$ cat config.mk
export PLATFORM = sky130hd
export DESIGN_NAME = memx_stretch_seq
export DESIGN_NICKNAME = d
export VERILOG_FILES = /design/src/rtl/memx_pkg.sv /design/src/rtl/memx_req_latch.sv /design/src/rtl/memx_phase_ctrl.sv /design/src/rtl/memx_bus_drive.sv /design/src/rtl/memx_stretch_seq.sv
export SDC_FILE = /design/constraint.sdc
export NUM_CORES = 1
export LEC_CHECK = 0
export BUFFER_PORTS_ARGS = -buffer_cell sky130_fd_sc_hd__buf_4
export CAP_MARGIN = 20
export CORE_MARGIN = 8
export CORE_UTILIZATION = 50
export CTS_CLUSTER_DIAMETER = 100
export DETAILED_ROUTE_END_ITERATION = 10
export PLACE_DENSITY = 0.86
export SLEW_MARGIN = 15
export SYNTH_ARGS = -nofsm -noshare
export SYNTH_HDL_FRONTEND = slang
export SYNTH_SLANG_ARGS = --single-unit
$ cat constraint.sdc
create_clock -name clk -period 4.4 [get_ports clk]
set_input_delay 1.1 -clock clk [delete_from_list [all_inputs] [get_ports clk]]
set_output_delay 1.1 -clock clk [all_outputs]
set_load 0.03 [all_outputs]
$ cat src/rtl/memx_pkg.sv
package memx_pkg;

  typedef enum logic [2:0] {
    PH_IDLE   = 3'd0,
    PH_ALE    = 3'd1,
    PH_SETUP  = 3'd2,
    PH_STROBE = 3'd3,
    PH_HOLD   = 3'd4
  } phase_e;

  // Non-linear code to stretch-count map.
  function automatic int stretch_count(input logic [2:0] code);
    case (code)
      3'd0: stretch_count = 0;
      3'd1: stretch_count = 1;
      3'd2: stretch_count = 2;
      3'd3: stretch_count = 3;
      3'd4: stretch_count = 7;
      3'd5: stretch_count = 8;
      3'd6: stretch_count = 9;
      default: stretch_count = 10;
    endcase
  endfunction

  function automatic int ale_len(input logic [2:0] code, input int sc, input int base);
    ale_len = base + (code[2] ? sc : 0);
  endfunction

  function automatic int setup_len(input logic [2:0] code, input int sc, input int base);
    if (code == 3'd0)  setup_len = base;
    else if (!code[2]) setup_len = base + 1;
    else               setup_len = base + 2 * sc;
  endfunction

  function automatic int strobe_len(input logic [2:0] code, input int sc);
    if (code == 3'd0)  strobe_len = sc / 2;
    else if (!code[2]) strobe_len = stretch_count(code) * sc;
    else               strobe_len = (stretch_count(code) - 3) * sc;
  endfunction

  function automatic int hold_len(input logic [2:0] code, input int sc, input int base);
    if (code == 3'd0)  hold_len = base;
    else if (!code[2]) hold_len = base + 1;
    else               hold_len = base + sc;
  endfunction

endpackage

$ cat src/rtl/memx_req_latch.sv
module memx_req_latch #(
  parameter int AW = 16,
  parameter int DW = 8
) (
  input  logic          clk,
  input  logic          rst_n,
  input  logic          accept,
  input  logic          write_i,
  input  logic [AW-1:0] addr_i,
  input  logic [DW-1:0] wdata_i,
  input  logic          page_hit_i,
  input  logic [2:0]    stretch_i,
  output logic          write_q,
  output logic          hit_q,
  output logic [2:0]    code_q,
  output logic [AW-1:0] addr_q,
  output logic [DW-1:0] wdata_q
);

  always_ff @(posedge clk or negedge rst_n) begin
    if (!rst_n) begin
      write_q <= 1'b0;
      hit_q   <= 1'b0;
      code_q  <= 3'd0;
      addr_q  <= '0;
      wdata_q <= '0;
    end else if (accept) begin
      write_q <= write_i;
      hit_q   <= page_hit_i;
      code_q  <= stretch_i;
      addr_q  <= addr_i;
      wdata_q <= wdata_i;
    end
  end

endmodule

$ cat src/rtl/memx_phase_ctrl.sv
module memx_phase_ctrl
  import memx_pkg::*;
#(
  parameter int STRETCH_CLKS = 4,
  parameter int ALE_CLKS     = 2,
  parameter int SETUP_CLKS   = 2,
  parameter int HOLD_CLKS    = 2
) (
  input  logic       clk,
  input  logic       rst_n,
  input  logic       accept,
  input  logic       hit_in,
  input  logic [2:0] code_in,
  input  logic [2:0] code_q,
  output phase_e     phase,
  output logic       phase_end,
  output logic       done
);

  localparam int MAXLEN = ALE_CLKS + SETUP_CLKS + HOLD_CLKS + 10 * STRETCH_CLKS;
  localparam int CW     = $clog2(MAXLEN + 1);

  logic [CW-1:0] cnt;
  phase_e        nxt;
  int            nxt_len;
  int            first_len;

  assign phase_end = (phase != PH_IDLE) && (cnt == '0);

  always_comb begin
    case (phase)
      PH_ALE:    nxt = PH_SETUP;
      PH_SETUP:  nxt = PH_STROBE;
      PH_STROBE: nxt = PH_HOLD;
      default:   nxt = PH_IDLE;
    endcase
  end

  always_comb begin
    case (nxt)
      PH_SETUP:  nxt_len = setup_len(code_q, STRETCH_CLKS, SETUP_CLKS);
      PH_STROBE: nxt_len = strobe_len(code_q, STRETCH_CLKS);
      PH_HOLD:   nxt_len = hold_len(code_q, STRETCH_CLKS, HOLD_CLKS);
      default:   nxt_len = 1;
    endcase
    first_len = hit_in ? setup_len(code_in, STRETCH_CLKS, SETUP_CLKS)
                       : ale_len(code_in, STRETCH_CLKS, ALE_CLKS);
  end

  always_ff @(posedge clk or negedge rst_n) begin
    if (!rst_n) begin
      phase <= PH_IDLE;
      cnt   <= '0;
      done  <= 1'b0;
    end else begin
      done <= (phase == PH_HOLD) && phase_end;
      if (accept) begin
        phase <= hit_in ? PH_SETUP : PH_ALE;
        cnt   <= CW'(first_len - 1);
      end else if (phase_end) begin
        phase <= nxt;
        cnt   <= CW'(nxt_len - 1);
      end else if (phase != PH_IDLE) begin
        cnt <= cnt - 1'b1;
      end
    end
  end

endmodule

$ cat src/rtl/memx_bus_drive.sv
module memx_bus_drive
  import memx_pkg::*;
#(
  parameter int DW = 8
) (
  input  logic          clk,
  input  logic          rst_n,
  input  phase_e        phase,
  input  logic          phase_end,
  input  logic          write_q,
  input  logic [DW-1:0] rdata_i,
  output logic          ale_o,
  output logic          rd_n_o,
  output logic          wr_n_o,
  output logic          ad_oe_o,
  output logic          rd_capture,
  output logic [DW-1:0] rdata_o
);

  logic strobe_on;

  assign strobe_on  = (phase == PH_STROBE);
  assign ale_o      = (phase == PH_ALE);
  assign rd_n_o     = !(strobe_on && !write_q);
  assign wr_n_o     = !(strobe_on && write_q);
  assign ad_oe_o    = write_q && (phase == PH_SETUP || strobe_on || phase == PH_HOLD);
  assign rd_capture = strobe_on && phase_end && !write_q;

  always_ff @(posedge clk or negedge rst_n) begin
    if (!rst_n)          rdata_o <= '0;
    else if (rd_capture) rdata_o <= rdata_i;
  end

endmodule

$ cat src/rtl/memx_stretch_seq.sv
module memx_stretch_seq
  import memx_pkg::*;
#(
  parameter int AW           = 16,
  parameter int DW           = 8,
  parameter int STRETCH_CLKS = 4,
  parameter int ALE_CLKS     = 2,
  parameter int SETUP_CLKS   = 2,
  parameter int HOLD_CLKS    = 2
) (
  input  logic          clk,
  input  logic          rst_n,
  input  logic          req_i,
  input  logic          write_i,
  input  logic [AW-1:0] addr_i,
  input  logic [DW-1:0] wdata_i,
  input  logic          page_hit_i,
  input  logic [2:0]    stretch_i,
  input  logic [DW-1:0] rdata_i,
  output logic          ale_o,
  output logic          rd_n_o,
  output logic          wr_n_o,
  output logic          ad_oe_o,
  output logic [AW-1:0] addr_o,
  output logic [DW-1:0] wdata_o,
  output logic [DW-1:0] rdata_o,
  output logic          done_o
);

  phase_e     phase;
  logic       phase_end;
  logic       accept_w;
  logic       rd_capture_w;
  logic       write_q;
  logic       hit_q;
  logic [2:0] code_q;
  logic       unused_hit;

  assign accept_w   = req_i && (phase == PH_IDLE);
  assign unused_hit = hit_q;

  memx_req_latch #(.AW(AW), .DW(DW)) u_latch (
    .clk(clk), .rst_n(rst_n), .accept(accept_w),
    .write_i(write_i), .addr_i(addr_i), .wdata_i(wdata_i),
    .page_hit_i(page_hit_i), .stretch_i(stretch_i),
    .write_q(write_q), .hit_q(hit_q), .code_q(code_q),
    .addr_q(addr_o), .wdata_q(wdata_o)
  );

  memx_phase_ctrl #(
    .STRETCH_CLKS(STRETCH_CLKS), .ALE_CLKS(ALE_CLKS),
    .SETUP_CLKS(SETUP_CLKS), .HOLD_CLKS(HOLD_CLKS)
  ) u_ctrl (
    .clk(clk), .rst_n(rst_n), .accept(accept_w),
    .hit_in(page_hit_i), .code_in(stretch_i), .code_q(code_q),
    .phase(phase), .phase_end(phase_end), .done(done_o)
  );

  memx_bus_drive #(.DW(DW)) u_drive (
    .clk(clk), .rst_n(rst_n), .phase(phase), .phase_end(phase_end),
    .write_q(write_q), .rdata_i(rdata_i),
    .ale_o(ale_o), .rd_n_o(rd_n_o), .wr_n_o(wr_n_o), .ad_oe_o(ad_oe_o),
    .rd_capture(rd_capture_w), .rdata_o(rdata_o)
  );

endmodule

==> results of run 1 <==
worst min-delay path by stage:
stage | endpoint | start | cells past startpoint
finish | u_latch.addr_q[2] | u_latch.addr_q[2] | 1
global route | u_latch.wdata_q[6] | u_latch.wdata_q[6] | 1
CTS | u_latch.addr_q[13] | u_latch.addr_q[13] | 1
detailed placement | u_latch.addr_q[13] | u_latch.addr_q[13] | 1
global placement | u_latch.addr_q[5] | u_latch.addr_q[5] | 1
floorplan | u_ctrl.cnt[5] | u_ctrl.cnt[5] | 1
power breakdown:
part           switching [uW]  leakage (uW)  internal [uW]
registers                 181      0.000555            624
clock network             147     0.0000483            112
logic                     622      0.000764            518
total                     950       0.00137           1250
layout by cell type, fill, tap and decap left out, drive strengths merged, types with 2 or more instances in the layout:
cell    count
a21oi       8
a22o        3
a41oi       2
buf        76
clkbuf      5
clkinv      2
dfrtp      46
ha          3
inv         6
mux2       36
mux2i       2
nand2      12
nand2b      2
nor2       13
nor2b       2
nor3        5
nor3b       2
o21ai      10
o21bai      2
o41ai       2
or2         2
or3         2
xnor2       2
per-layer routing:
| layer | track usage [%] | vias to the layer above |
|---|---|---|
| li1 | - | 802 |
| met1 | 16.18 | 793 |
| met2 | 24.67 | 72 |
| met3 | 9.416 | 7 |
| met4 | 6.207 | 0 |
| met5 | 0 | - |
logic make-up (layout without fill, tap and decap cells):
logic type	after synthesis	in the layout	synth area share, %
flops	46	46	52.01
simple gates	44	44	10.23
mux	38	38	20.58
compound gates	35	35	10.52
buf+inv	15	89	4.183
fa+ha+maj	3	3	1.696
xor+xnor	2	2	0.7916
through the flow:
step	cell area (um^2)	power, uW	hold WS (ns)	worst slack, ns
CTS	2863	2223	0.5182	1.675
floorplan	2213	1556	0.4836	1.701
finish	2863	2203	0.5138	1.666
global placement	2775	1924	0.4916	2.059
detailed placement	2775	1955	0.4978	2.033
global route	2863	2341	0.5320	1.516
cell type report:
class,instances,share of cell area (%)
clock buffer,5,2.404
multi-input combinational,122,33.87
clock inverter,3,0.6556
tap,52,2.273
timing repair buffer,76,19.93
inverter,5,0.6556
sequential,46,40.21
state kept, by name, summed over array words and instances, names as in the netlist:
name,count
u_latch.addr_q,16
u_drive.rdata_o,8
u_latch.wdata_q,8
u_latch.write_q,1
u_ctrl.phase,3
u_ctrl.done,1
u_latch.code_q,3
u_ctrl.cnt,6
worst max-delay path: stages, from the launching register on:
cell and delay [ns]:
dfrtp_1 0.55, nor2_1 0.26, nand2_1 0.12, a21boi_0 0.21
buf_4 0.19
==> reports/results.ini, run 1 <==
[run_status]
status = finished, final reports clean

[pwr]
vdd_drop_max_mv = 0.4373
cellLeakagePower_uw = 0.001367
p_per_area_mw_per_mm2 = 769.7

[cells_and_area]
area.sequential_mm2 = 0.001151
areaGrowthSynthToFinish_pct = 29.34
drive_gt1_share_pct = 48.25
multi_input_area_um2 = 969.7
final_nets = 299
final_core_util_pct = 66.20
antennaDiodeCount = 0
layoutNonFillerInstCount = 309
num-fill-cells = 334

[floorplan]
io_pins = 77
die_h_um = 82.54
coreArea_mm2 = 0.004324
die-area_mm2 = 0.006812
row_count = 24
initial_core_util_pct = 51.19
dieWidth_um = 82.54

[cts]
postCtsSetupBuffers = 0
clock_path_buffers = 2
cts.clk_slew.worst_paths_ns = 0.09
cts_hold_buf = 0
root_buffer = clkbuf_8
ctsResizeCount = 0
cts_tree = done
cts_buffers = 5
clkLatencyLatePin_ns = 0.30
h-tree-depth = 2
cts_sinks = 46

[sta]
rsz0062_at_grt = false
max_slew.worst_pin.slew_ns = 0.6448
finalCritPeriodShare_pct = 62.13
slew_viol_final = 0
hold_viol_final = 0
skew_ns = 0.005475
min_period_ns = 2.734
setup_tns_ns = 0
max_freq_mhz = 365.8
maxSlewHeadroom_pct = 57.02
setup_violations = 0

[critical_path]
r2r_end = u_latch.wdata_q[4]
regToRegSetupSlack_ns = 2.06
end_kind = output port
crit_start = u_ctrl.phase[0]
arrival_ns = 1.63
cp-start-kind = flop
r2r_cells = 3
critical_path_class = reg -> out
critical_path.max_fanout = 16
worstPathRequired_ns = 3.30
regToRegStartpoint = u_ctrl.phase[2]
endpoint = ad_oe_o

[run]
cap_viol_max_count = 0

[logic_synthesis]
post-synth-top-count-cell = dfrtp_1
ys_warn_count = 0
synthCells = 183
yosys.area.top_type_share_pct = 52.01
synthTopCellsByArea = dfrtp_1 52%, mux2_2 14%, mux2_4 5.4%
synth.distinct_cells = 39
synth_common_cells = 46 x dfrtp_1, 28 x mux2_2, 13 x nor2_1
ys.flop_type = dfrtp_1
synth_edf_count = 0
syn_area_per_cell_um2 = 12.09
ys_ff_latch = 46
synth_async_sr_flop_share_pct = 100.0
synth.largest_area_cell = dfrtp_1
synth_nets = 226
ys_seq_area_share_pct = 52.01
post_synth_instance_area_mm2 = 0.002213

[routing]
wl_met1_mm = 1.941
routed_wirelength_mm = 5.085
drt_pass1_iterations = 4
vias_per_cell = 5.417
num_vias = 1674
wl_per_cell_um = 16.46
drc = 0
drtIter0Drc = 100
ant_nets = 0
top_layer = met4
route.met3.wl_um = 607
wl_met2_mm = 2.481

[global_routing]
antenna_found_initial = 0
overflow = 0
grt_pass1_wl_mm = 8.059
grt_max_degree = 47
grt_pass1_vias = 1834
grt.total_usage_pct = 15.43

[placement]
gp_congestion = 0.8480
placedCellCount = 301
io_buffers = 76
dp_hpwl_mm = 3.779

[min_path]
hold_path.class = reg -> reg

(Power assumes the default switching activity.)
==> inputs of run 2 (changes only) <==
--- a/config.mk
+++ b/config.mk
@@ -8,10 +8,10 @@
 export BUFFER_PORTS_ARGS = -buffer_cell sky130_fd_sc_hd__buf_4
 export CAP_MARGIN = 20
 export CORE_MARGIN = 8
-export CORE_UTILIZATION = 50
+export CORE_UTILIZATION = 45
 export CTS_CLUSTER_DIAMETER = 100
 export DETAILED_ROUTE_END_ITERATION = 10
-export PLACE_DENSITY = 0.86
+export PLACE_DENSITY = 0.82
 export SLEW_MARGIN = 15
 export SYNTH_ARGS = -nofsm -noshare
 export SYNTH_HDL_FRONTEND = slang
==> constraint.sdc (replaced) <==
create_clock -name clk -period 2.44 [get_ports clk]
set_input_delay 0.61 -clock clk [delete_from_list [all_inputs] [get_ports clk]]
set_output_delay 0.61 -clock clk [all_outputs]
set_load 0.03 [all_outputs]
==> reports/results.ini, run 2 (same netlist as run 1, synthesis figures left out) <==
[sta]
setup_tns_ns = 0  ; unchanged
maxSlewHeadroom_pct = 61.64  ; +4.6 points
finalCritPeriodShare_pct = 92.46
max_freq_mhz = 443.3
slew_viol_final = 0  ; unchanged
skew_ns = 0.004740  ; -0.0007346 ns
hold_viol_final = 0  ; unchanged
rsz0062_at_grt = false
min_period_ns = 2.256
setup_violations = 0  ; unchanged
max_slew.worst_pin.slew_ns = 0.5754  ; -0.06940 ns

[cts]
ctsResizeCount = 0  ; unchanged
clock_path_buffers = 2  ; unchanged
cts_tree = done
cts_buffers = 5  ; unchanged
cts.clk_slew.worst_paths_ns = 0.08  ; about the same
cts_hold_buf = 0  ; unchanged
clkLatencyLatePin_ns = 0.30  ; about the same
root_buffer = clkbuf_8
cts_sinks = 46  ; unchanged
postCtsSetupBuffers = 0  ; unchanged
h-tree-depth = 2  ; unchanged

[routing]
drtIter0Drc = 80  ; -20%
num_vias = 1660  ; -0.84%
drc = 0  ; unchanged
routed_wirelength_mm = 5.169  ; +1.7%
vias_per_cell = 5.076  ; -6.3%
ant_nets = 0  ; unchanged
wl_per_cell_um = 15.81  ; -3.9%
drt_pass1_iterations = 4  ; unchanged

[critical_path]
cp_top_family = flip-flops
cp-start-kind = flop
end_kind = output port
worstPathRequired_ns = 1.83  ; -1.47 ns
cp_cell_sequence = nor2_1 -> nand2_1 -> a21boi_0 -> buf_4
cp_slowest_cell = dfrtp_1
arrival_ns = 1.65  ; +0.02 ns
regToRegSetupSlack_ns = 0.21  ; -1.85 ns
critical_path.max_fanout = 16  ; unchanged
critPathMaxStageDelay_ns = 0.54  ; about the same
cp_num_buf_inv = 1  ; unchanged
critical_path_class = reg -> out

[pwr]
p_sw_uw = 1711  ; +80%
p_per_area_mw_per_mm2 = 1365  ; +77%
internal-power_uw = 2270  ; +81%
p_sw_share_pct = 42.97  ; -0.14 points
p_comb_share_pct = 52.2  ; +0.5 points
seq_power_share_pct = 36.2  ; -0.3 points
power.total_uw = 3980  ; +81%
clock_power_share_pct = 11.6  ; -0.2 points
cellLeakagePower_uw = 0.001385  ; +1.3%
vdd_drop_max_mv = 0.7758  ; +77%

[cells_and_area]
layout_common_cells = 78 x buf_4, 46 x dfrtp_1, 28 x mux2_2, 13 x nor2_1, 12 x nand2_1
reg.largest.list = u_latch.addr_q x16, u_drive.rdata_o x8, u_latch.wdata_q x8
antennaDiodeCount = 0  ; unchanged
largest_reg_flops = 16  ; unchanged
num-fill-cells = 396  ; +19%
final_common_cell = buf_4
drive_gt1_share_pct = 48.85  ; +0.60 points
regMostFlops = u_latch.addr_q
final_nets = 302  ; +1.0%
areaGrowthSynthToFinish_pct = 31.77

[floorplan]
dieWidth_um = 86.13  ; +4.4%
die-area_mm2 = 0.007418  ; +8.9%
initial_core_util_pct = 46.86  ; -4.3 points
die_h_um = 86.13  ; +4.4%
coreArea_mm2 = 0.004723  ; +9.2%
row_count = 25  ; +4.2%
io_pins = 77  ; unchanged

[global_routing]
grt_pass1_wl_mm = 8.625  ; +7.0%
grt.total_usage_pct = 14.48  ; -0.95 points
overflow = 0  ; unchanged
antenna_found_initial = 0  ; unchanged
grt_max_degree = 47  ; unchanged
grt_pass1_vias = 1795  ; -2.1%

[run]
cap_viol_max_count = 0  ; unchanged

[run_status]
status = finished, final reports clean

[placement]
gp_congestion = 0.9350  ; +10%
dp_hpwl_mm = 3.884  ; +2.8%
io_buffers = 76  ; unchanged

[min_path]
hold_path.class = in -> async

-- run 2: changes by cell type in the layout (fill, tap and decap cells not counted), sizes merged --
cell  change
buf       +3
-- run 2: area by class of cell --
type                       count  area [um^2]  share of cell area (%)
clock buffer                   5        68.82                   2.360
timing repair buffer          79        605.6                   20.76
inverter                       5        18.77                  0.6435
tap                           67        83.83                   2.874
clock inverter                 3        18.77                  0.6435
sequential                    46         1151                   39.47
multi-input combinational    122        969.7                   33.25
-- run 2: path summary, 6_finish.rpt --
kind	startpoint	to	cells past startpoint
setup / recovery	u_ctrl.phase[0]	ad_oe_o	4
setup reg to reg	u_ctrl.phase[0]	u_ctrl.cnt[4]	8
min in group clk	u_latch.addr_q[1]	u_latch.addr_q[1]	1
hold reg to reg	u_latch.addr_q[1]	u_latch.addr_q[1]	1
max in group asynchronous	rst_n	u_ctrl.cnt[1]	1
hold / removal	rst_n	u_latch.addr_q[1]	1
-- run 2: power groups by stage --
| stage | Combinational (uW) | Sequential [uW] | Clock [uW] |
|---|---|---|---|
| global placement | 2050 | 1430 | 0 |
| global route | 2240 | 1500 | 505 |
| CTS | 2100 | 1440 | 478 |
| finish | 2080 | 1440 | 461 |
| floorplan | 922 | 1880 | 0 |
| detailed placement | 2100 | 1450 | 0 |
-- run 2: through the flow --
stage / setup WS [ns] / hold slack [ns] / cell area [um^2] / std cells / util (%)
2_1_floorplan: 0.2306 / 0.3144 / 2213 / 183 / -
3_3_place_gp: 0.4561 / 0.4905 / 2829 / 319 / 59.89
3_5_place_dp: 0.2819 / 0.4961 / 2829 / 319 / 59.89
4_1_cts: 0.1894 / 0.3176 / 2917 / 327 / 61.75
5_1_grt: 0.01452 / 0.3496 / 2917 / 327 / 61.75
6_report: 0.1841 / 0.2975 / 2917 / 327 / 61.75
-- run 2: layer usage --
metal | GRT usage, % | up-vias | wire length, um
li1 | - | 801 | -
met1 | 15.97 | 794 | 2087
met2 | 24.49 | 57 | 2608
met3 | 6.113 | 8 | 400
met4 | 4.618 | 0 | 72
met5 | 0 | - | 0
